==> config.mk <==
export PLATFORM = sky130hd
export DESIGN_NAME = ppm_fwd_link
export DESIGN_NICKNAME = d
export VERILOG_FILES = /design/src/rtl/ppm_fwd_pkg.sv /design/src/rtl/ppm_interval_timer.sv /design/src/rtl/ppm_sym_fetch.sv /design/src/rtl/ppm_fwd_link.sv
export SDC_FILE = /design/constraint.sdc
export NUM_CORES = 1
export LEC_CHECK = 0
export ABC_AREA = 1
export BUFFER_PORTS_ARGS = -buffer_cell sky130_fd_sc_hd__buf_4
export CAP_MARGIN = 40
export CORE_MARGIN = 3
export CORE_UTILIZATION = 30
export CTS_BUF_LIST = sky130_fd_sc_hd__clkbuf_4 sky130_fd_sc_hd__clkbuf_8 sky130_fd_sc_hd__clkbuf_16
export CTS_CLUSTER_SIZE = 28
export DETAILED_ROUTE_END_ITERATION = 7
export GPL_TIMING_DRIVEN = 0
export SYNTH_ARGS = -nofsm -noshare
export SYNTH_HDL_FRONTEND = slang
export SYNTH_HIERARCHICAL = 1
export SYNTH_SLANG_ARGS = --single-unit
==> constraint.sdc <==
create_clock -name clk -period 2.2 [get_ports clk]
set_input_delay 0.11 -clock clk [delete_from_list [all_inputs] [get_ports clk]]
set_output_delay 0.11 -clock clk [all_outputs]
set_load 0.02 [all_outputs]
==> src/rtl/ppm_fwd_pkg.sv <==
package ppm_fwd_pkg;

    typedef enum logic [3:0] {
        ST_IDLE,
        ST_LEAD,
        ST_SOF_MOD1,
        ST_SOF_REL1,
        ST_SOF_MOD2,
        ST_SOF_REL2,
        ST_SLOT_PRE,
        ST_SLOT_MOD,
        ST_SLOT_POST,
        ST_EOF_REL,
        ST_EOF_MOD
    } ppm_state_e;

    localparam int unsigned LEAD_CLKS  = 256;
    localparam int unsigned PULSE_CLKS = 81;

    // shared interval table, reference clocks
    function automatic int unsigned gap_clks(input int unsigned idx);
        int unsigned v;
        case (idx)
            0:       v = 81;
            1:       v = 238;
            2:       v = 384;
            3:       v = 531;
            4:       v = 679;
            5:       v = 825;
            default: v = 972;
        endcase
        return v;
    endfunction

endpackage

==> src/rtl/ppm_interval_timer.sv <==
module ppm_interval_timer #(
    parameter int unsigned TIMER_W = 10
) (
    input  logic               clk,
    input  logic               rst_n,
    input  logic               load,
    input  logic [TIMER_W-1:0] load_val,
    output logic               expired
);

    logic [TIMER_W-1:0] remain_q;

    always_ff @(posedge clk or negedge rst_n) begin
        if (!rst_n) begin
            remain_q <= '0;
        end else if (load) begin
            remain_q <= load_val;
        end else if (remain_q != '0) begin
            remain_q <= remain_q - 1'b1;
        end
    end

    assign expired = (remain_q == '0);

endmodule

==> src/rtl/ppm_sym_fetch.sv <==
module ppm_sym_fetch #(
    parameter int unsigned SYM_CNT_W  = 8,
    localparam int unsigned BYTE_IDX_W = SYM_CNT_W - 2
) (
    input  logic                  clk,
    input  logic                  rst_n,
    input  logic                  capture,
    input  logic [SYM_CNT_W-1:0]  count_in,
    input  logic                  advance,
    input  logic [7:0]            byte_data,
    output logic [BYTE_IDX_W-1:0] byte_idx,
    output logic [1:0]            sym,
    output logic                  exhausted
);

    logic [SYM_CNT_W-1:0] pos_q;
    logic [SYM_CNT_W-1:0] total_q;
    logic [7:0]           shifted;

    always_ff @(posedge clk or negedge rst_n) begin
        if (!rst_n) begin
            pos_q   <= '0;
            total_q <= '0;
        end else if (capture) begin
            pos_q   <= '0;
            total_q <= count_in;
        end else if (advance) begin
            pos_q   <= pos_q + 1'b1;
        end
    end

    always_comb begin
        shifted = byte_data >> {pos_q[1:0], 1'b0};
        sym     = shifted[1:0];
    end

    assign byte_idx  = pos_q[SYM_CNT_W-1:2];
    assign exhausted = (pos_q == total_q);

endmodule

==> src/rtl/ppm_fwd_link.sv <==
module ppm_fwd_link
    import ppm_fwd_pkg::*;
#(
    parameter int unsigned SYM_CNT_W = 8,
    parameter int unsigned MODE_W    = 2,
    parameter int unsigned MODE_PPM  = 1,
    parameter int unsigned TIMER_W   = 10
) (
    input  logic                 clk,
    input  logic                 rst_n,
    input  logic                 start_i,
    input  logic [MODE_W-1:0]    mode_i,
    input  logic [SYM_CNT_W-1:0] sym_count_i,
    input  logic [7:0]           sym_byte_i,
    output logic [SYM_CNT_W-3:0] byte_idx_o,
    output logic                 busy_o,
    output logic                 mod_o
);

    ppm_state_e         state_q, state_d;
    logic [1:0]         cur_sym_q, cur_sym_d;
    logic               t_load, t_done;
    logic [TIMER_W-1:0] t_val;
    logic               f_cap, f_adv, f_empty;
    logic [1:0]         f_sym;

    // next entry into the data phase: another slot or the closing gap
    ppm_state_e         ent_state;
    logic [TIMER_W-1:0] ent_val;

    function automatic logic [TIMER_W-1:0] span(input int unsigned n);
        return TIMER_W'(n - 1);
    endfunction

    ppm_interval_timer #(.TIMER_W(TIMER_W)) u_timer (
        .clk      (clk),
        .rst_n    (rst_n),
        .load     (t_load),
        .load_val (t_val),
        .expired  (t_done)
    );

    ppm_sym_fetch #(.SYM_CNT_W(SYM_CNT_W)) u_fetch (
        .clk       (clk),
        .rst_n     (rst_n),
        .capture   (f_cap),
        .count_in  (sym_count_i),
        .advance   (f_adv),
        .byte_data (sym_byte_i),
        .byte_idx  (byte_idx_o),
        .sym       (f_sym),
        .exhausted (f_empty)
    );

    always_comb begin
        if (f_empty) begin
            ent_state = ST_EOF_REL;
            ent_val   = span(gap_clks(1));
        end else begin
            ent_state = ST_SLOT_PRE;
            ent_val   = span(gap_clks(2 * int'(f_sym)));
        end
    end

    always_comb begin
        state_d   = state_q;
        cur_sym_d = cur_sym_q;
        t_load    = 1'b0;
        t_val     = '0;
        f_cap     = 1'b0;
        f_adv     = 1'b0;
        unique case (state_q)
            ST_IDLE: begin
                if (start_i && (mode_i == MODE_W'(MODE_PPM))) begin
                    state_d = ST_LEAD;
                    t_load  = 1'b1;
                    t_val   = span(LEAD_CLKS);
                    f_cap   = 1'b1;
                end
            end
            ST_LEAD: if (t_done) begin
                state_d = ST_SOF_MOD1;
                t_load  = 1'b1;
                t_val   = span(PULSE_CLKS);
            end
            ST_SOF_MOD1: if (t_done) begin
                state_d = ST_SOF_REL1;
                t_load  = 1'b1;
                t_val   = span(gap_clks(3));
            end
            ST_SOF_REL1: if (t_done) begin
                state_d = ST_SOF_MOD2;
                t_load  = 1'b1;
                t_val   = span(PULSE_CLKS);
            end
            ST_SOF_MOD2: if (t_done) begin
                state_d = ST_SOF_REL2;
                t_load  = 1'b1;
                t_val   = span(gap_clks(1));
            end
            ST_SOF_REL2, ST_SLOT_POST: if (t_done) begin
                state_d   = ent_state;
                t_load    = 1'b1;
                t_val     = ent_val;
                cur_sym_d = f_sym;
            end
            ST_SLOT_PRE: if (t_done) begin
                state_d = ST_SLOT_MOD;
                t_load  = 1'b1;
                t_val   = span(PULSE_CLKS);
                f_adv   = 1'b1;
            end
            ST_SLOT_MOD: if (t_done) begin
                if (cur_sym_q == 2'd3) begin
                    state_d   = ent_state;
                    t_load    = 1'b1;
                    t_val     = ent_val;
                    cur_sym_d = f_sym;
                end else begin
                    state_d = ST_SLOT_POST;
                    t_load  = 1'b1;
                    t_val   = span(gap_clks(5 - 2 * int'(cur_sym_q)));
                end
            end
            ST_EOF_REL: if (t_done) begin
                state_d = ST_EOF_MOD;
                t_load  = 1'b1;
                t_val   = span(PULSE_CLKS);
            end
            ST_EOF_MOD: if (t_done) begin
                state_d = ST_IDLE;
            end
            default: state_d = ST_IDLE;
        endcase
    end

    always_ff @(posedge clk or negedge rst_n) begin
        if (!rst_n) begin
            state_q   <= ST_IDLE;
            cur_sym_q <= 2'd0;
        end else begin
            state_q   <= state_d;
            cur_sym_q <= cur_sym_d;
        end
    end

    always_comb begin
        busy_o = (state_q != ST_IDLE);
        unique case (state_q)
            ST_SOF_MOD1, ST_SOF_MOD2, ST_SLOT_MOD, ST_EOF_MOD: mod_o = 1'b1;
            default:                                           mod_o = 1'b0;
        endcase
    end

endmodule

==> metrics.md <==
| Metric | Value |
|---|---|
| Dpl hpwl | about 5 mm |
| Cell Chain, Critical Path | buf_6 -> inv_4 -> o21ai_1 -> o22ai_2 -> inv_2 -> ha_4 -> nand2_2 -> nor2_2 -> a21oi_2 -> nand2_1 -> a21oi_1 -> or2_2 -> nand2_1 -> nor2_1 |
| Max Clock Skew | ~6.5 ps |
| Layout Cells excl Fill | 570 |
| Vias per cell | 4.723 |
| Delay-heaviest family, CP | simple AND/OR/NAND/NOR gates |
| Critical Path Fanout Max | 8 |
| Fin area | 0.003405 sq mm |
| Area share of fa/ha/maj cells after synthesis | 0.07428 |
| Levels on crit path | 14 |
| Yosys warns | 6 |
| Worst reg-to-reg path cell count | 14 |
| Share of layout cells above drive strength 1 | 0.2710 |
| Die Wd | 100.8 microns |
| Worst Setup SP | u_fetch/pos_q[0] |
| Core Box Area | ~0.0085 sq mm |
| Area Growth Syn to Fin | 26.32% |
| Clk buf depth | 2 |
| Pwr/cell area | 363.2 mW/mm^2 |
| Final #Nets | 502 |
| Hold slack | 24.58 ps |
| N_diodes | 0 |
| Critical Path End | u_timer/remain_q[8] |
| Part of the power in registers | 0.485 |
| Synth Area in Simple Gates | 0.4229 |
| Vias in the first global route | roughly 2600 |
| Worst path most repeated cell | nand2_1 |
| Area post-placement | between 0.003 and 0.004 sq mm |
| Fin crit share | 0.9652 |
| CTS Buf Count | 5 |
| PortBufs | 28 |
| Critical path launch point type | register |
| First-pass GRT wire length | roughly 11 mm |
| Clk pwr share | 0.402 |
| Static Leak | 1.726 nW |
| Critical path endpoint category | register |
| Synthesized area | 0.002695 sq mm |
| Die ar. | 0.01016 sq mm |
| Starting density of the core | 0.3184 |
| HP Class | input pin to register |
| Crit path DAT | 2290 ps |
| DRC viols | 0 |
| Clock Latency Late Sink | 280 ps |
| Fmax | 470.9 MHz |
| Grt total ovfl | 0 |
| # rows | 33 |
| Comb power frac | 0.113 |
| Flop-to-flop setup slack | 80 ps |
| Pint | 939.5 uW |
| Inst Count DP | 546 |
| Antenna violations before repair | 0 |
| Largest net degree at the start of global routing | 33 |
| Clk slew on worst S/H paths | 70 ps |
| Switching Share | 0.2403 |
| Fin util | 0.4022 |
| Clk root buf | clkbuf_8 |
| Status | finished, final reports clean |
| Worst slew pin tran | approximately 520 ps |
| WP buf/inv | 3 |
| CTS tree | yes |
| Critical path's largest stage delay | 400 ps |
| P_sw | 297.1 uW |
| Clock sink count | 32 |
| Routed WL per cell | 11.93 microns |
| Slew HR | 0.6537 |
| Syn avg cell area | 6.526 sq um |
| IO Pins | 29 |
| Hold Vio Cnt, Final | 0 |
| Mux contribution to synthesized area | 0 |
| Seq cells post-synth | 32 |
| Routed WL | 6.798 mm |
| 1st-pass router iterations | 4 |
| Critical-path top delay cell | dfrtp_1 |
| Crit Path Class | register to register |
| Reg-to-Reg Start | u_fetch/pos_q[0] |
| Initial DRC count | 221 |
| Max Slew Vio Count | 0 |
| Max Cap Viol | 0 |
| Worst vdd ir | ~0.22 mV |
| Tot GR Track Use | 0.1381 |
| Post-synthesis compound-gate area fraction | 0.08449 |
| Via count | 2692 |
| Unique cell type count in the Yosys netlist | 31 |
| Register area share after synthesis | 0.2971 |
| XOR/XNOR Fraction of Synth Area | 0.02925 |
| Post-Synthesis Cells | 413 |
| Final ANT Viol Nets | 0 |
| Die Ht | 100.8 microns |
| Largest family of logic cells by synthesized area | simple AND/OR/NAND/NOR gates |
| CP required | roughly 2400 ps |
| Total Power | around 1.2 mW |
| RePlAce Congestion | 0.9181 |
| Minimum clock period | around 2100 ps |
| Htree depth | 2 |
| Syn nets | 450 |
| Final setup fails | 0 |
| R2R Path End | u_timer/remain_q[8] |
==> worst min path at each step <==
stage                   startpoint                  to  slack (ps)  depth (start not counted)
floorplan                    rst_n        cur_sym_q[0]        -190                          0
global placement             rst_n          state_q[0]          90                          1
detailed placement           rst_n          state_q[3]          90                          1
CTS                 sym_count_i[1]  u_fetch/total_q[1]          20                          3
global route        sym_count_i[4]  u_fetch/total_q[4]          30                          3
finish              sym_count_i[1]  u_fetch/total_q[1]          20                          3
==> state kept, by name, summed over array words and instances, names as in the netlist <==
signal            flops
state_q               4
u_timer/remain_q     10
u_fetch/pos_q         8
cur_sym_q             2
u_fetch/total_q       8
==> synthesized netlist by cell type (all sizes together) <==
master | count | area (sq um)
nor3 | 3 | 15.01
and3 | 1 | 6.260
nor4 | 1 | 6.260
inv | 45 | 168.9
or2 | 2 | 12.51
o211ai | 3 | 22.52
a21oi | 11 | 55.05
nand4 | 7 | 65.06
xor2 | 9 | 78.83
nand3 | 20 | 110.1
nand3b | 1 | 7.510
nor2 | 81 | 369.1
o21bai | 1 | 7.510
clkbuf | 1 | 3.750
o21ai | 26 | 130.1
nand2 | 138 | 540.5
dfrtp | 32 | 800.8
nor3b | 1 | 7.510
o22ai | 2 | 12.51
buf | 12 | 75.07
ha | 16 | 200.2
==> cell usage in the layout (no fill, tap or decap), types with 3 or more instances in the layout <==
cell type	instances
o211ai_1	3
inv_1	34
inv_2	7
nand3_2	4
nor2_4	7
o21ai_2	4
clkbuf_8	7
buf_2	4
a21oi_1	10
inv_4	3
nor3_1	3
nand2_2	8
nor2_2	13
xor2_1	9
dfrtp_1	31
nand4_1	5
nand3_1	16
nand2_1	129
o21ai_0	11
ha_1	11
o21ai_1	11
buf_4	48
ha_2	3
nor2_1	61
buf_6	4
==> power groups by stage <==
stage | clock network, mW | logic (mW) | registers, mW
after floorplan | 0 | 0.0605 | 0.609
after global placement | 0 | 0.112 | 0.610
after detailed placement | 0 | 0.115 | 0.610
after CTS | 0.519 | 0.130 | 0.599
after global routing | 0.547 | 0.160 | 0.600
final | 0.498 | 0.140 | 0.599
==> cell families (layout without fill, tap and decap cells) <==
kind of cell | Yosys count | count (layout)
compound gates | 43 | 43
xor+xnor | 9 | 9
fa+ha+maj | 16 | 16
buf+inv | 58 | 110
flops | 32 | 32
simple gates | 255 | 255
==> metrics by stage <==
step	setup WS, ps	setup TNS (ps)
after floorplan	10.20	0
after global placement	-331.2	-3432
after global routing	-50.10	-146.1
final	76.53	0
after CTS	2.822	0
after detailed placement	-384.3	-4050
==> final cells by class <==
class                   count  area (sq um)
fillers                   855          5060
multi-input cells         323          1755
flip-flops and latches     32         802.0
repair buffers             45         341.6
inverters                  45         180.2
well taps                 105         131.4
plain buffers              13         97.59
clock buffers               7         96.34
==> what timing repair did <==
action	CTS	global route
buffers inserted	6	9
hold buffers	1	0
gates resized for setup	17	33
hold endpoints to repair	32	0
cloned	0	1
pin swaps	4	15
setup endpoints to repair	18	15
==> per-layer routing <==
layer / part of all wire / vias to the layer above / track usage / wire length [microns]
li1: - / 1389 / - / -
met1: 0.46 / 1241 / 0.1782 / 3128
met2: 0.49 / 56 / 0.2344 / 3303
met3: 0.040 / 6 / 0.02422 / 269
met4: 0.014 / 0 / 0.04145 / 96
met5: 0 / - / 0 / 0
==> worst reg2reg max path, cell delays in order, from the launching register on <==
cell,delay (ps)
dfrtp_1,400
buf_6,150
inv_4,60
o21ai_1,70
o22ai_2,160
inv_2,100
ha_4,290
nand2_2,60
nor2_2,120
a21oi_2,80
nand2_1,60
a21oi_1,60
or2_2,290
nand2_1,70
nor2_1,40
No activity file was read; power rests on OpenSTA's default activity.
